File: src/rtl/vstep_pkg.sv
// Package: shared widths and constants for the vector step sequencer.
// Assumes a 64-bit address space and 7-bit register and step fields.
package vstep_pkg;
    localparam int XLEN   = 64;
    localparam int WORD_W = 32;
    localparam int REG_W  = 7;
    localparam int STEP_W = 7;

    // Prefix identification fields (LSB = 0 numbering)
    localparam logic [5:0] PFX_MAJOR = 6'b000001;
    localparam int PFX_MAJ_HI = 31;
    localparam int PFX_MAJ_LO = 26;
    localparam int PFX_ID_A   = 24;
    localparam int PFX_ID_B   = 22;

    // Byte increments for plain and prefixed instructions
    localparam logic [XLEN-1:0] STRIDE_PLAIN = 64'd4;
    localparam logic [XLEN-1:0] STRIDE_PFX   = 64'd8;

    typedef enum logic [1:0] {
        ACT_ADVANCE = 2'd0,
        ACT_REPEAT  = 2'd1,
        ACT_TRAP    = 2'd2
    } step_act_e;
endpackage

File: src/rtl/vstep_prefix_detect.sv
// Module: vstep_prefix_detect
// Decides whether a fetched word is a vector prefix, purely combinationally.
// Assumes the word is presented with bit 31 as the most significant bit.
module vstep_prefix_detect
    import vstep_pkg::*;
(
    input  logic [WORD_W-1:0] word,
    output logic              is_pfx
);
    logic major_ok;
    logic ids_ok;

    // Compare the major opcode and the two identifying bits
    always_comb begin
        major_ok = (word[PFX_MAJ_HI:PFX_MAJ_LO] == PFX_MAJOR);
        ids_ok   = word[PFX_ID_A] & word[PFX_ID_B];
        is_pfx   = major_ok & ids_ok;
    end
endmodule

File: src/rtl/vstep_reg_offset.sv
// Module: vstep_reg_offset
// Adds the element step to each vector-flagged register number.
// Assumes a flat bus of N fields, each REG_W wide, and sums that wrap modulo 2**REG_W.
module vstep_reg_offset #(
    parameter int N      = 3,
    parameter int REG_W  = 7,
    parameter int STEP_W = 7
) (
    input  logic [N*REG_W-1:0] base,
    input  logic [N-1:0]       vec,
    input  logic               en,
    input  logic [STEP_W-1:0]  step,
    output logic [N*REG_W-1:0] adj
);
    localparam int SUM_W = (REG_W > STEP_W) ? REG_W : STEP_W;

    for (genvar i = 0; i < N; i++) begin : g_opnd
        logic [SUM_W-1:0] sum;
        // Offset a vector operand; pass a scalar operand through
        always_comb begin
            sum = SUM_W'(base[i*REG_W +: REG_W]) + SUM_W'(step);
            if (en && vec[i])
                adj[i*REG_W +: REG_W] = sum[REG_W-1:0];
            else
                adj[i*REG_W +: REG_W] = base[i*REG_W +: REG_W];
        end
    end
endmodule

File: src/rtl/vstep_step_ctrl.sv
// Module: vstep_step_ctrl
// Holds the PC and the element step and picks advance, repeat or trap on each done strobe.
// Assumes exec_done is a one-cycle pulse and that the reset is synchronous and active-low.
module vstep_step_ctrl
    import vstep_pkg::*;
#(
    parameter logic [XLEN-1:0] INIT_PC  = 64'h1000,
    parameter logic [XLEN-1:0] TRAP_VEC = 64'h700
) (
    input  logic              clk,
    input  logic              rst_n,
    input  logic              exec_done,
    input  logic              trap_req,
    input  logic              is_pfx,
    input  logic              any_dst_vec,
    input  logic [STEP_W-1:0] limit,
    output logic [XLEN-1:0]   pc_q,
    output logic [STEP_W-1:0] step_q,
    output logic [XLEN-1:0]   pc_nxt
);
    step_act_e         act;
    logic              at_last;
    logic [XLEN-1:0]   stride;
    logic [STEP_W-1:0] step_nxt;

    // Choose the action for the pass that is finishing
    always_comb begin
        at_last = (limit == '0) || (step_q == limit - STEP_W'(1));
        if (trap_req)
            act = ACT_TRAP;
        else if (is_pfx && any_dst_vec && !at_last)
            act = ACT_REPEAT;
        else
            act = ACT_ADVANCE;
    end

    // Form the next PC and next step for the chosen action
    always_comb begin
        stride = is_pfx ? STRIDE_PFX : STRIDE_PLAIN;
        unique case (act)
            ACT_TRAP: begin
                pc_nxt   = TRAP_VEC;
                step_nxt = '0;
            end
            ACT_REPEAT: begin
                pc_nxt   = pc_q;
                step_nxt = step_q + STEP_W'(1);
            end
            default: begin
                pc_nxt   = pc_q + stride;
                step_nxt = '0;
            end
        endcase
    end

    // Commit PC and step on the done strobe
    always_ff @(posedge clk) begin
        if (!rst_n) begin
            pc_q   <= INIT_PC;
            step_q <= '0;
        end else if (exec_done) begin
            pc_q   <= pc_nxt;
            step_q <= step_nxt;
        end
    end
endmodule

File: src/rtl/vstep_seq.sv
// Module: vstep_seq (top)
// Program counter and element step sequencer for instructions that may carry a vector prefix.
// Assumes operand base numbers and vector flags are stable while a loop runs.
module vstep_seq
    import vstep_pkg::*;
#(
    parameter int              NUM_SRC  = 3,
    parameter int              NUM_DST  = 2,
    parameter logic [63:0]     INIT_PC  = 64'h1000,
    parameter logic [63:0]     TRAP_VEC = 64'h700
) (
    input  logic                     clk,
    input  logic                     rst_n,
    input  logic [31:0]              fetch_word,
    input  logic                     exec_done,
    input  logic                     trap_req,
    input  logic [6:0]               vec_len,
    input  logic [6:0]               max_vec_len,
    input  logic [NUM_SRC*7-1:0]     src_base,
    input  logic [NUM_SRC-1:0]       src_vec,
    input  logic [NUM_DST*7-1:0]     dst_base,
    input  logic [NUM_DST-1:0]       dst_vec,
    output logic [63:0]              cur_pc,
    output logic [63:0]              next_pc,
    output logic [63:0]              suffix_addr,
    output logic                     is_prefixed,
    output logic [6:0]               step,
    output logic [NUM_SRC*7-1:0]     src_reg,
    output logic [NUM_DST*7-1:0]     dst_reg
);
    logic              pfx;
    logic              any_dst_vec;
    logic [STEP_W-1:0] limit;
    logic [XLEN-1:0]   pc_q;
    logic [STEP_W-1:0] step_q;
    logic [XLEN-1:0]   pc_nxt;

    vstep_prefix_detect u_pfx (
        .word   (fetch_word),
        .is_pfx (pfx)
    );

    // Loop limit is the smaller of the length and its maximum
    always_comb begin
        limit       = (vec_len < max_vec_len) ? vec_len : max_vec_len;
        any_dst_vec = |dst_vec;
    end

    vstep_step_ctrl #(
        .INIT_PC  (INIT_PC),
        .TRAP_VEC (TRAP_VEC)
    ) u_ctrl (
        .clk         (clk),
        .rst_n       (rst_n),
        .exec_done   (exec_done),
        .trap_req    (trap_req),
        .is_pfx      (pfx),
        .any_dst_vec (any_dst_vec),
        .limit       (limit),
        .pc_q        (pc_q),
        .step_q      (step_q),
        .pc_nxt      (pc_nxt)
    );

    vstep_reg_offset #(
        .N(NUM_SRC), .REG_W(REG_W), .STEP_W(STEP_W)
    ) u_src_off (
        .base (src_base),
        .vec  (src_vec),
        .en   (pfx),
        .step (step_q),
        .adj  (src_reg)
    );

    vstep_reg_offset #(
        .N(NUM_DST), .REG_W(REG_W), .STEP_W(STEP_W)
    ) u_dst_off (
        .base (dst_base),
        .vec  (dst_vec),
        .en   (pfx),
        .step (step_q),
        .adj  (dst_reg)
    );

    // Drive the visible address outputs
    always_comb begin
        cur_pc      = pc_q;
        next_pc     = pc_nxt;
        suffix_addr = pc_q + STRIDE_PLAIN;
        is_prefixed = pfx;
        step        = step_q;
    end
endmodule

File: config.mk
export PLATFORM = sky130hd
export DESIGN_NAME = vstep_seq
export DESIGN_NICKNAME = d
export VERILOG_FILES = /design/src/rtl/vstep_pkg.sv /design/src/rtl/vstep_prefix_detect.sv /design/src/rtl/vstep_reg_offset.sv /design/src/rtl/vstep_step_ctrl.sv /design/src/rtl/vstep_seq.sv
export SDC_FILE = /design/constraint.sdc
export NUM_CORES = 1
export LEC_CHECK = 0
export BUFFER_PORTS_ARGS = -buffer_cell sky130_fd_sc_hd__buf_4
export CAP_MARGIN = 10
export CELL_PAD_IN_SITES_DETAIL_PLACEMENT = 1
export CELL_PAD_IN_SITES_GLOBAL_PLACEMENT = 1
export CORE_ASPECT_RATIO = 1.75
export CORE_MARGIN = 4
export CORE_UTILIZATION = 30
export DETAILED_ROUTE_END_ITERATION = 10
export HOLD_SLACK_MARGIN = 0.05
export PLACE_DENSITY = 0.74
export SYNTH_ARGS = -nofsm -noshare
export SYNTH_HDL_FRONTEND = slang
export SYNTH_SLANG_ARGS = --single-unit
export TNS_END_PERCENT = 30
File: constraint.sdc
create_clock -name clk -period 14.7 [get_ports clk]
set_input_delay 2.94 -clock clk [delete_from_list [all_inputs] [get_ports clk]]
set_output_delay 2.94 -clock clk [all_outputs]
set_load 0.005 [all_outputs]
# Yosys cells after proc, flatten, opt, wreduce, memory -nomap -nowiden
# Index checks and enable logic that the tools add are counted.
[classes]
addsub = 9
shift = 0
muxes = 11
order_cmp = 1
eq_ne = 4
n_div = 0
reduce_logical = 11
n_mul = 0
bitwise = 2
[op_table]
columns = ["cell", "n"]
rows = [
  ["$pmux W64 S2", 1],
  ["$add A64 B3 Y64 const B", 1],
  ["$add A64 B64 Y64", 1],
  ["$mux W7", 7],
  ["$add A7 B7 Y7", 5],
  ["$add A7 B1 Y7 const B", 1],
  ["$eq A7 B7 Y1", 1],
  ["$logic_and A1 B1 Y1", 7],
  ["$logic_not A7 Y1", 1],
  ["$lt A7 B7 Y1", 1],
  ["$sub A7 B1 Y7 const B", 1],
  ["$eq A6 B1 Y1 const B", 1],
  ["$mux W4", 1],
  ["$and A1 B1 Y1", 2],
  ["$eq A2 B1 Y1 const B", 1],
  ["$eq A2 B2 Y1 const B", 1],
  ["$mux W2", 1],
  ["$reduce_or A2 Y1", 1],
  ["$logic_not A1 Y1", 1],
  ["$logic_or A1 B1 Y1", 1],
  ["$mux W1", 1],
]
[totals]
latch_bits = 0
n_memories = 0
register_bits = 71
out_inout_bits = 235
mem_bits_rw = 0
mem_bits_ro = 0

# Depth between registers and ports, before layout
# Gate-level depths: netlist of the first run.
[depth]
word_depth = 11
depth_mapped = 22
ltp_nobuf = 17

# Modules after synthesis
# Synthesis of the first run repeated with hierarchy kept, for this count alone.
[unflattened]
cells_unflattened = 1239
hier_area_um2 = 9051.2
[by_module_without_submodules]
columns = ["module", "n_inst", "area_each_um2", "cells_per_inst", "seq_area_each_um2"]
rows = [
  ["vstep_step_ctrl", 1, 5824.3, 818, 1421.4],
  ["vstep_seq", 1, 1662.8, 228, 0.0],
  ["vstep_reg_offset at u_src_off", 1, 923.4, 114, 0.0],
  ["vstep_reg_offset at u_dst_off", 1, 614.3, 76, 0.0],
  ["vstep_prefix_detect", 1, 26.3, 3, 0.0],
]

# Worst setup path after synthesis of the first run
# Ideal clock, no wire load.
[synth_timing]
path_kind = "input to output"
startpoint = "input port max_vec_len[4]"
endpoint = "output port next_pc[39]"
path_slack_ns = 5.406
n_path_buf = 5
path_stages = 21
t_arrival_ns = 6.354
path_cell_list = "inv_1 -> ha_1 -> a21oi_1 -> o21ai_1 -> a21oi_4 -> buf_6 -> mux2i_1 -> ha_1 -> buf_1 -> xnor3_1 -> nand3_1 -> nor3_1 -> mux2_2 -> mux2i_4 -> nor2_2 -> a31oi_4 -> buf_4 -> buf_4 -> buf_2 -> o21ai_0 -> a21oi_1"
[synth_between]
elab_chain_cells = 11
word_cells_on_any_way = 13
cone_classes = "1 x add/sub; 1 x order compare; 3 x eq/ne; 4 x mux; 4 x reduce/logical"
[synth_lines]
columns = ["element", "line_no", "rtl"]
rows = [
  ["start: declaration", "vstep_seq.sv:18", "input logic [6:0] max_vec_len,"],
  ["$lt A7 B7 Y1", "vstep_seq.sv:45", "limit = (vec_len < max_vec_len) ? vec_len : max_vec_len;"],
  ["$mux W7 *", "vstep_seq.sv:45", ""],
  ["$sub A7 B1 Y7", "vstep_step_ctrl.sv:28", "at_last = (limit == '0) || (step_q == limit - STEP_W'(1));"],
  ["$eq A7 B7 Y1", "vstep_step_ctrl.sv:28", ""],
  ["$logic_or A1 B1 Y1 *", "vstep_step_ctrl.sv:28", ""],
  ["$logic_not A1 Y1 *", "vstep_step_ctrl.sv:31", "else if (is_pfx && any_dst_vec && !at_last)"],
  ["$logic_and A1 B1 Y1 *", "vstep_step_ctrl.sv:31", ""],
  ["$mux W1 *", "vstep_step_ctrl.sv:31", ""],
  ["$mux W2 *", "vstep_step_ctrl.sv:29", "if (trap_req)"],
  ["$eq A2 B1 Y1 or $eq A2 B2 Y1 (tied branches)", "vstep_step_ctrl.sv:40", "unique case (act)"],
  ["$pmux W64 S2 *", "vstep_step_ctrl.sv:40", ""],
  ["end: declaration", "vstep_seq.sv:24", "output logic [63:0] next_pc,"],
]
# Every way passes the cells marked *; elsewhere a longest branch is shown, timed or not.

# Worst setup path in the final report of the first run
[layout_timing]
startpoint = "input port max_vec_len[2]"
endpoint = "output port next_pc[61]"
# Same word-level chain as after synthesis.

==> impl_metrics.py, run 1 <==
metrics = {
    "clocking": {
        "cts.hold.buffers_added": 0,
        "clock_path_buffers": 2,
        "cts_tree": "yes",
        "numCtsBuffers": 9,
        "cts.sinks": 71,
        "clk_latency_ps": 360,
        "cts-resized-gates": 0,
        "clkTransAtPathRegs_ps": 60,
        "cts_root_buf": "clkbuf_16",
        "post_cts_buffers": 0,
        "ctsHtreeMaxLevel": 3,
    },
    "logic_synthesis": {
        "synth.most_common_cell": "nand2_1",
        "ys_types": 77,
        "synth_nets": 1424,
        "async_flop_share_pct": 0,
        "synth_cells": 1286,
        "yosys-top-cells-area": "dfxtp_1, nand2_1, ha_1",
        "synth_area_um2": 8990,
        "synth-edff-count": 0,
        "seq_area_frac_synth_pct": 15.8,
        "netlist_top_cells_count": "nand2_1, clkbuf_1, nor2_1",
        "ys.flop_type": "dfxtp_1",
        "synth_top_area_share_pct": 15.8,
        "avgSynthCellArea_um2": 6.99,
        "synth-seq-cells": 71,
        "ys_warn_count": 0,
        "synth_top_area_cell": "dfxtp_1",
    },
    "sta": {
        "max_slew.worst_pin.slew_ps": 930,
        "tns_ps": 0,
        "fin_skew_ps": 10.2,
        "final_max_slew_viol_count": 0,
        "fin_crit_sh_pct": 72.8,
        "relSlewSlack_pct": 37.5,
        "fmax_mhz": 93.4,
        "setup_viol": 0,
        "fin_crit_ps": 10700,
        "hold_viol_final": 0,
        "rsz0062_at_grt": "false",
    },
    "placement": {
        "place.gp.congestion": 0.885,
        "dp_hpwl_mm": 32.0,
        "portBuffers": 300,
        "postPlaceCellArea_um2": 11200,
    },
    "layout": {
        "drive_gt1_share_pct": 24.8,
        "antenna_cells": 0,
        "nNetsFinal": 1614,
        "syn2layout_area_growth_pct": 28.8,
        "design_area_um2": 11600,
        "fillers": 3763,
    },
    "route": {
        "drtIter0Drc": 671,
        "num_vias": 11012,
        "wirelength_mm": 42.0,
        "antenna_left": 0,
        "vias_per_cell": 5.91,
        "wl_per_cell_um": 22.5,
        "drcViolationCount": 0,
        "dr.pass1.iters": 7,
    },
    "global_route": {
        "grt_max_degree": 91,
        "track_usage_pct": 24.3,
        "grt_pass1_wl_mm": 64.1,
        "overflow": 0,
        "grt_antenna_before_repair": 0,
        "grt_pass1_vias": 10955,
    },
    "critical_path": {
        "crit_path_start_kind": "input pin",
        "r2r_end": "u_ctrl.pc_q[53]",
        "path_cells": "buf_4, inv_1, ha_1, a21oi_1, o21ai_1, a21oi_4, nor2_1, a21oi_1, ha_1, xnor3_1, nand3_1, nor3_1, mux2_2, mux2i_4, nor2_2, a31oi_4, buf_4, o21ai_0, a21oi_1, buf_4",
        "slowest_stage": "buf_4",
        "reg2reg_depth": 10,
        "path_class": "input pin to output pin",
        "crit_path_end_kind": "output pin",
        "cpPeakStageDelay_ps": 680,
        "cp_data_arrival_time_ps": 7760,
        "reg2reg_slack_ps": 10870,
        "required_ps": 11760,
        "reg2reg_from": "u_ctrl.step_q[2]",
        "critPathMaxFanout": 86,
    },
    "floorplanning": {
        "die_x_um": 139,
        "fp-row-count": 83,
        "ioPinCount": 325,
        "die_y_um": 237,
        "die-area_um2": 32900,
        "core_um2": 29500,
        "start_util_pct": 30.5,
    },
    "worst_hold_path": {
        "hold_end": "u_ctrl.pc_q[1]",
        "whs_path_depth": 1,
        "min_from": "u_ctrl.pc_q[1]",
        "hold_class": "register to register",
    },
    "pwr": {
        "power.leakage_nw": 4.70,
        "ir_drop_mv": 0.0468,
        "p_per_area_nw_per_um2": 48.2,
    },
    "run_status": {
        "outcome": "complete, no violations",
    },
    "job": {
        "maxCapViolCount": 0,
    },
}
==> through the flow <==
step / power, W / utilization, % / instances / hold slack (ps) / worst slack (ps)
floorplan: 0.000260 / - / 1286 / 499 / 5410
global placement: 0.000306 / 38.1 / 1847 / 516 / 4170
detailed placement: 0.000309 / 38.1 / 1847 / 546 / 4040
CTS: 0.000562 / 39.2 / 1863 / 559 / 4000
global route: 0.000579 / 39.2 / 1863 / 579 / 3520
finish: 0.000558 / 39.2 / 1863 / 550 / 4000
==> cell families after synthesis <==
logic type / after synthesis / synth area share (%)
XOR/XNOR: 107 / 11.2
flip-flops: 71 / 15.8
adder cells (fa/ha/maj): 48 / 7.18
AND/OR/NAND/NOR: 571 / 33.9
buffers and inverters: 165 / 7.57
multiplexers: 15 / 2.00
AO/OA/AOI/OAI: 309 / 22.4
==> critical path, delay by kind of cell <==
family	cells	cell delay, ps
AOI/OAI and AO/OA	7	1910
buffers and inverters	4	1020
adders and majority gates	2	650
muxes	2	560
and+or+nand+nor	4	340
xor gates and xnor gates	1	280
==> flip-flops by register name (all words and copies together) (netlist names) <==
register and cells:
u_ctrl.pc_q 64, u_ctrl.step_q 7
==> layer usage <==
metal / GRT usage, % / wire [um]
met5: 0 / 0
met1: 26.4 / 15400
met4: 11.4 / 1980
met3: 3.44 / 2250
met2: 45.8 / 22400
==> area by class of cell <==
class	count	area, um2	area share (%)
inverters	32	120	1.04
well taps	382	478	4.13
clock buffers	9	225	1.95
multi-input cells	1050	6890	59.5
clock inverters	7	103	0.886
flip-flops and latches	71	1420	12.3
repair buffers	312	2340	20.2
==> worst max path at each step <==
stage,startpoint,end,slack [ps],cells past startpoint
finish,max_vec_len[2],next_pc[61],4000,20
global route,max_vec_len[2],next_pc[39],3520,20
CTS,max_vec_len[2],next_pc[61],4000,20
detailed placement,max_vec_len[2],next_pc[61],4040,20
global placement,max_vec_len[2],next_pc[61],4170,20
floorplan,max_vec_len[4],next_pc[39],5410,21
==> cell usage in the layout, fill, tap and decap left out, types with 11 or more instances in the layout <==
cell | netlist | routed
a21o_1 | 23 | 23
nor2b_1 | 18 | 18
and3_1 | 23 | 23
dfxtp_1 | 71 | 71
ha_1 | 42 | 42
nor4_1 | 14 | 14
o21ai_0 | 75 | 75
buf_4 | 8 | 312
or4_1 | 51 | 51
or3_1 | 68 | 68
mux2_2 | 11 | 11
o31ai_1 | 12 | 12
xor2_1 | 54 | 54
nand4_1 | 47 | 47
nand2_1 | 149 | 149
xnor2_1 | 49 | 49
o211ai_1 | 33 | 33
nor2_1 | 77 | 77
a21oi_1 | 73 | 73
nand3_1 | 54 | 54
a31oi_1 | 36 | 36
nor3_1 | 26 | 26
inv_1 | 31 | 30
==> where the power goes <==
group	internal, W	total [W]	switching [W]
registers	0.000193	0.000197	0.00000399
clock network	0.000151	0.000255	0.000104
logic	0.0000459	0.000107	0.0000606
total	0.000390	0.000558	0.000168
(Power assumes the default switching activity.)
==> run 2, diff against run 1 <==
Clock period 14.7 ns to 11.15 ns, I/O delays scaled along.
==> run 2 against run 1 <==
  * Register-to-register slack worse by 3400 ps
  * Total power grew 26%
  * Count of clock-buffer cells in the layout stayed put
  * First-iteration DRC count decreased by 15%
  * Die area unchanged
  * Final cell count increased by 0.16%
  * Cell area barely moved
  * Utilization barely moved
  * Largest power group unchanged
==> impl_metrics.py, run 2 (synthesized netlist as in run 1, its figures left out) <==
metrics = {
    "run_status": {
        "outcome": "complete, no violations",
    },
    "placement": {
        "portBuffers": 300,
        "pre_cts_ws_ps": 1900,
        "postPlaceCellArea_um2": 11300,
        "dp_hpwl_mm": 32.1,
        "place.gp.congestion": 0.885,
        "dpl.cell_count": 1850,
    },
    "worst_hold_path": {
        "hold_class": "register to register",
    },
    "pwr": {
        "pwr-share-comb_pct": 19.9,
        "power_frac_clock_pct": 43.1,
        "intPower_w": 0.000489,
        "pwr-share-seq_pct": 37.0,
        "switching_share_pct": 30.5,
        "switchingPower_w": 0.000215,
        "p_per_area_nw_per_um2": 60.8,
        "ir_drop_mv": 0.0595,
        "power.leakage_nw": 4.69,
    },
    "layout": {
        "nNetsFinal": 1617,
        "syn2layout_area_growth_pct": 28.7,
        "largest_reg_flops": 64,
        "final_cell_mix": "buf_4, nand2_1, nor2_1",
        "stdcell_count": 1866,
        "final_common_cell": "buf_4",
        "design_area_um2": 11600,
        "largest_registers": "u_ctrl.pc_q (64), u_ctrl.step_q (7)",
        "largest_register": "u_ctrl.pc_q",
        "fillers": 3756,
        "drive_gt1_share_pct": 25.0,
        "antenna_cells": 0,
    },
    "global_route": {
        "overflow": 0,
        "grt_pass1_wl_mm": 63.1,
        "grt_antenna_before_repair": 0,
        "grt_max_degree": 72,
        "track_usage_pct": 23.8,
        "grt_pass1_vias": 10886,
    },
    "sta": {
        "hold_viol_final": 0,
        "fin_skew_ps": 9.25,
        "tns_ps": 0,
        "max_slew.worst_pin.slew_ps": 1040,
        "final_max_slew_viol_count": 0,
        "relSlewSlack_pct": 30.7,
        "postLayoutSetupSlackWorst_ps": 1890,
        "rsz0062_at_grt": "false",
        "setup_viol": 0,
        "fin_crit_sh_pct": 83.0,
        "fmax_mhz": 108,
        "fin_crit_ps": 9260,
    },
    "route": {
        "num_vias": 10919,
        "drcViolationCount": 0,
        "dr.pass1.iters": 5,
        "drtIter0Drc": 571,
        "wirelength_mm": 41.6,
        "wl_per_cell_um": 22.3,
        "vias_per_cell": 5.85,
        "antenna_left": 0,
    },
    "clocking": {
        "cts_tree": "yes",
        "clock_path_buffers": 2,
        "cts_root_buf": "clkbuf_16",
        "post_cts_buffers": 0,
        "cts-resized-gates": 0,
        "clk_latency_ps": 350,
        "cts.sinks": 71,
        "cts.hold.buffers_added": 0,
        "numCtsBuffers": 9,
        "ctsHtreeMaxLevel": 3,
        "clkTransAtPathRegs_ps": 70,
    },
    "floorplanning": {
        "ioPinCount": 325,
        "die_y_um": 237,
        "fp-row-count": 83,
        "die_x_um": 139,
        "die-area_um2": 32900,
        "core_um2": 29500,
        "start_util_pct": 30.5,
    },
    "job": {
        "maxCapViolCount": 0,
    },
    "critical_path": {
        "path_class": "input pin to output pin",
        "required_ps": 8920,
        "crit_path_start_kind": "input pin",
        "cp_data_arrival_time_ps": 7030,
        "crit_path_end_kind": "output pin",
        "critPathMaxFanout": 36,
    },
}
==> run 2: power by group through the flow <==
stage                     Combinational, W  Clock (W)  Sequential [W]
after floorplan                  0.0000800          0        0.000262
after global placement            0.000136          0        0.000266
after detailed placement          0.000141          0        0.000266
after CTS                         0.000141   0.000306        0.000260
after global routing              0.000153   0.000315        0.000261
final                             0.000140   0.000304        0.000260
==> run 2: stage by stage <==
stage                     util [%]  total power, W  hold WS (ps)
after floorplan                  -        0.000342           499
after global placement        38.2        0.000402           515
after detailed placement      38.2        0.000407           548
after CTS                     39.2        0.000708           557
after global routing          39.2        0.000729           562
final                         39.2        0.000704           552
==> run 2: routing by layer <==
metal / global-route usage (%) / vias to the layer above / wire [um]
li1: - / 5091 / -
met1: 25.6 / 5350 / 15600
met2: 45.1 / 381 / 21900
met3: 2.81 / 97 / 1920
met4: 11.9 / 0 / 2160
met5: 0 / - / 0
==> run 2: path summary, 6_finish.rpt <==
path | start | to | slack (ps) | cells after the start
max | max_vec_len[2] | next_pc[62] | 1890 | 20
min | u_ctrl.pc_q[0] | u_ctrl.pc_q[0] | 550 | 1
max reg2reg | u_ctrl.step_q[2] | u_ctrl.pc_q[30] | 7420 | 10
min reg2reg | u_ctrl.pc_q[0] | u_ctrl.pc_q[0] | 550 | 1
==> run 2: worst max-delay path, cell delays in order <==
cell and delay (ps):
buf_4 120, inv_1 70, ha_1 290, a21oi_1 130, o21ai_1 130, a21oi_4 450
nor2_1 90, a21oi_1 270, ha_1 380, inv_1 100, nor3_1 270, nor3_1 80
mux2_2 290, mux2i_4 270, nor2_2 90, a31oi_4 690, buf_4 450, nor4_1 120
mux2_2 320, buf_4 140
==> run 2: final cells by class <==
cell class | count | area, um2 | area share, %
multi-input cells | 1050 | 6890 | 59.5
repair buffers | 315 | 2360 | 20.4
flip-flops and latches | 71 | 1420 | 12.3
well taps | 382 | 478 | 4.13
clock buffers | 9 | 225 | 1.95
inverters | 32 | 120 | 1.04
clock inverters | 7 | 73.8 | 0.638
==> run 3, diff against run 2 <==
Settings changed: PLACE_DENSITY 0.74 to 0.77.
Clock period 11.15 ns to 8.2 ns, I/O delays scaled along.
==> run 3 against run 2 <==
  * Total power up 32%
  * Critical path depth unchanged
  * Clock skew down 2.6 ps
  * Clock power up 26%
  * Utilization up 0.093 points
  * Count of clock-buffer cells in the layout up 3
  * Non-clock buffer count up 4
  * Critical path type unchanged
==> impl_metrics.py, run 3 (synthesized netlist as in run 1, its figures left out) <==
metrics = {
    "run_status": {
        "outcome": "complete, no violations",
    },
    "layout": {
        "multi_input_area_um2": 6890,
        "utilization_pct": 39.3,
        "fillers": 3762,
        "largest_registers": "u_ctrl.pc_q (64), u_ctrl.step_q (7)",
        "syn2layout_area_growth_pct": 29.0,
        "final_cell_mix": "buf_4, nand2_1, nor2_1",
        "largest_register": "u_ctrl.pc_q",
        "nNetsFinal": 1621,
        "design_area_um2": 11600,
        "regArea_um2": 1420,
        "stdcell_count": 1867,
        "largest_reg_flops": 64,
        "drive_gt1_share_pct": 25.1,
        "final_common_cell": "buf_4",
        "antenna_cells": 0,
    },
    "global_route": {
        "grt_pass1_wl_mm": 64.2,
        "overflow": 0,
        "grt_max_degree": 74,
        "grt_antenna_before_repair": 0,
        "track_usage_pct": 24.1,
        "grt_pass1_vias": 11112,
    },
    "sta": {
        "hold_viol_final": 0,
        "final_max_slew_viol_count": 0,
        "max_slew.worst_pin.slew_ps": 958,
        "setup_viol": 0,
        "fin_crit_sh_pct": 90.7,
        "tns_ps": 0,
        "fmax_mhz": 134,
        "fin_skew_ps": 6.66,
        "fin_crit_ps": 7440,
        "holdWs_ps": 534,
        "relSlewSlack_pct": 36.2,
        "rsz0062_at_grt": "false",
    },
    "route": {
        "antenna_left": 0,
        "drtIter0Drc": 523,
        "wl_per_cell_um": 22.4,
        "num_vias": 10932,
        "vias_per_cell": 5.86,
        "dr.pass1.iters": 4,
        "wirelength_mm": 41.7,
        "drcViolationCount": 0,
    },
    "critical_path": {
        "cp_data_arrival_time_ps": 5800,
        "crit_path_start_kind": "input pin",
        "required_ps": 6560,
        "reg2reg_slack_ps": 4640,
        "crit_path_end_kind": "output pin",
        "critPathMaxFanout": 48,
        "path_class": "input pin to output pin",
    },
    "clocking": {
        "cts_tree": "yes",
        "cts-resized-gates": 0,
        "post_cts_buffers": 0,
        "cts_root_buf": "clkbuf_16",
        "cts.hold.buffers_added": 0,
        "clk_latency_ps": 350,
        "ctsHtreeMaxLevel": 3,
        "numCtsBuffers": 9,
        "clock_path_buffers": 2,
        "clkTransAtPathRegs_ps": 60,
        "cts.sinks": 71,
    },
    "pwr": {
        "p_per_area_nw_per_um2": 80.0,
        "power.leakage_nw": 4.73,
        "ir_drop_mv": 0.0836,
    },
    "floorplanning": {
        "die-area_um2": 32900,
        "ioPinCount": 325,
        "core_um2": 29500,
        "start_util_pct": 30.5,
        "fp-row-count": 83,
        "die_y_um": 237,
        "die_x_um": 139,
    },
    "placement": {
        "dpl.cell_count": 1854,
        "postPlaceCellArea_um2": 11300,
        "dp_hpwl_mm": 31.9,
        "portBuffers": 300,
        "place.gp.congestion": 0.867,
    },
    "job": {
        "maxCapViolCount": 0,
    },
    "worst_hold_path": {
        "hold_class": "register to register",
    },
}
## run 3: changes by cell type in the layout (fill, tap and decap cells not counted)
| cell | previous run | this run |
|---|---|---|
| clkinv_1 | 1 | 0 |
| clkinvlp_4 | 4 | 0 |
| buf_4 | 315 | 317 |
| clkinv_4 | 1 | 0 |
| buf_12 | 0 | 2 |
| inv_1 | 30 | 31 |
| clkbuf_8 | 0 | 3 |
| bufinv_16 | 1 | 0 |
## run 3: final timing paths
kind	start	end	cells after the start
worst max-delay path	max_vec_len[2]	next_pc[62]	20
worst min register to register	u_ctrl.pc_q[1]	u_ctrl.pc_q[1]	1
worst max register to register	u_ctrl.pc_q[10]	u_ctrl.pc_q[63]	8
worst min-delay path	u_ctrl.pc_q[1]	u_ctrl.pc_q[1]	1
## run 3: report_power, final
part,switching [W],internal [W],leakage [nW]
clock network,0.000160,0.000224,0.136
logic,0.000107,0.0000832,4.02
registers,0.00000667,0.000347,0.573
## run 3: per-layer routing
layer,up-vias,GRT usage (%),wire length [um]
met5,-,0,0
met4,0,12.4,2200
met2,401,45.6,22000
li1,5095,-,-
met1,5340,25.8,15500
met3,96,2.93,2040
## run 3: cell type report
class                           count  share of cell area [%]
Tap cell                          382                    4.12
Inverter                           32                    1.04
Sequential cell                    71                    12.3
Multi-Input combinational cell   1050                    59.4
Timing Repair Buffer              319                    20.9
Clock buffer                       12                    2.30
Clock inverter                      1                  0.0432
## run 3: critical path: stages
cell      delay (ps)
buf_4            120
inv_1             70
ha_1             290
a21oi_1          130
o21ai_1          120
a21oi_4          280
nor2_1            70
a21oi_1          210
ha_1             340
inv_1             90
nor3_1           260
o21bai_1         100
mux2i_1          220
mux2i_4          150
nor2_2           190
a31oi_4          200
buf_12           240
nor4_1           510
mux2_2           400
buf_4            140
## run 3: through the flow
step / worst slack (ps) / total power [W]
after floorplan: 1510 / 0.000466
after global placement: 923 / 0.000545
after detailed placement: 801 / 0.000552
after CTS: 775 / 0.000931
after global routing: 509 / 0.000960
final: 764 / 0.000928
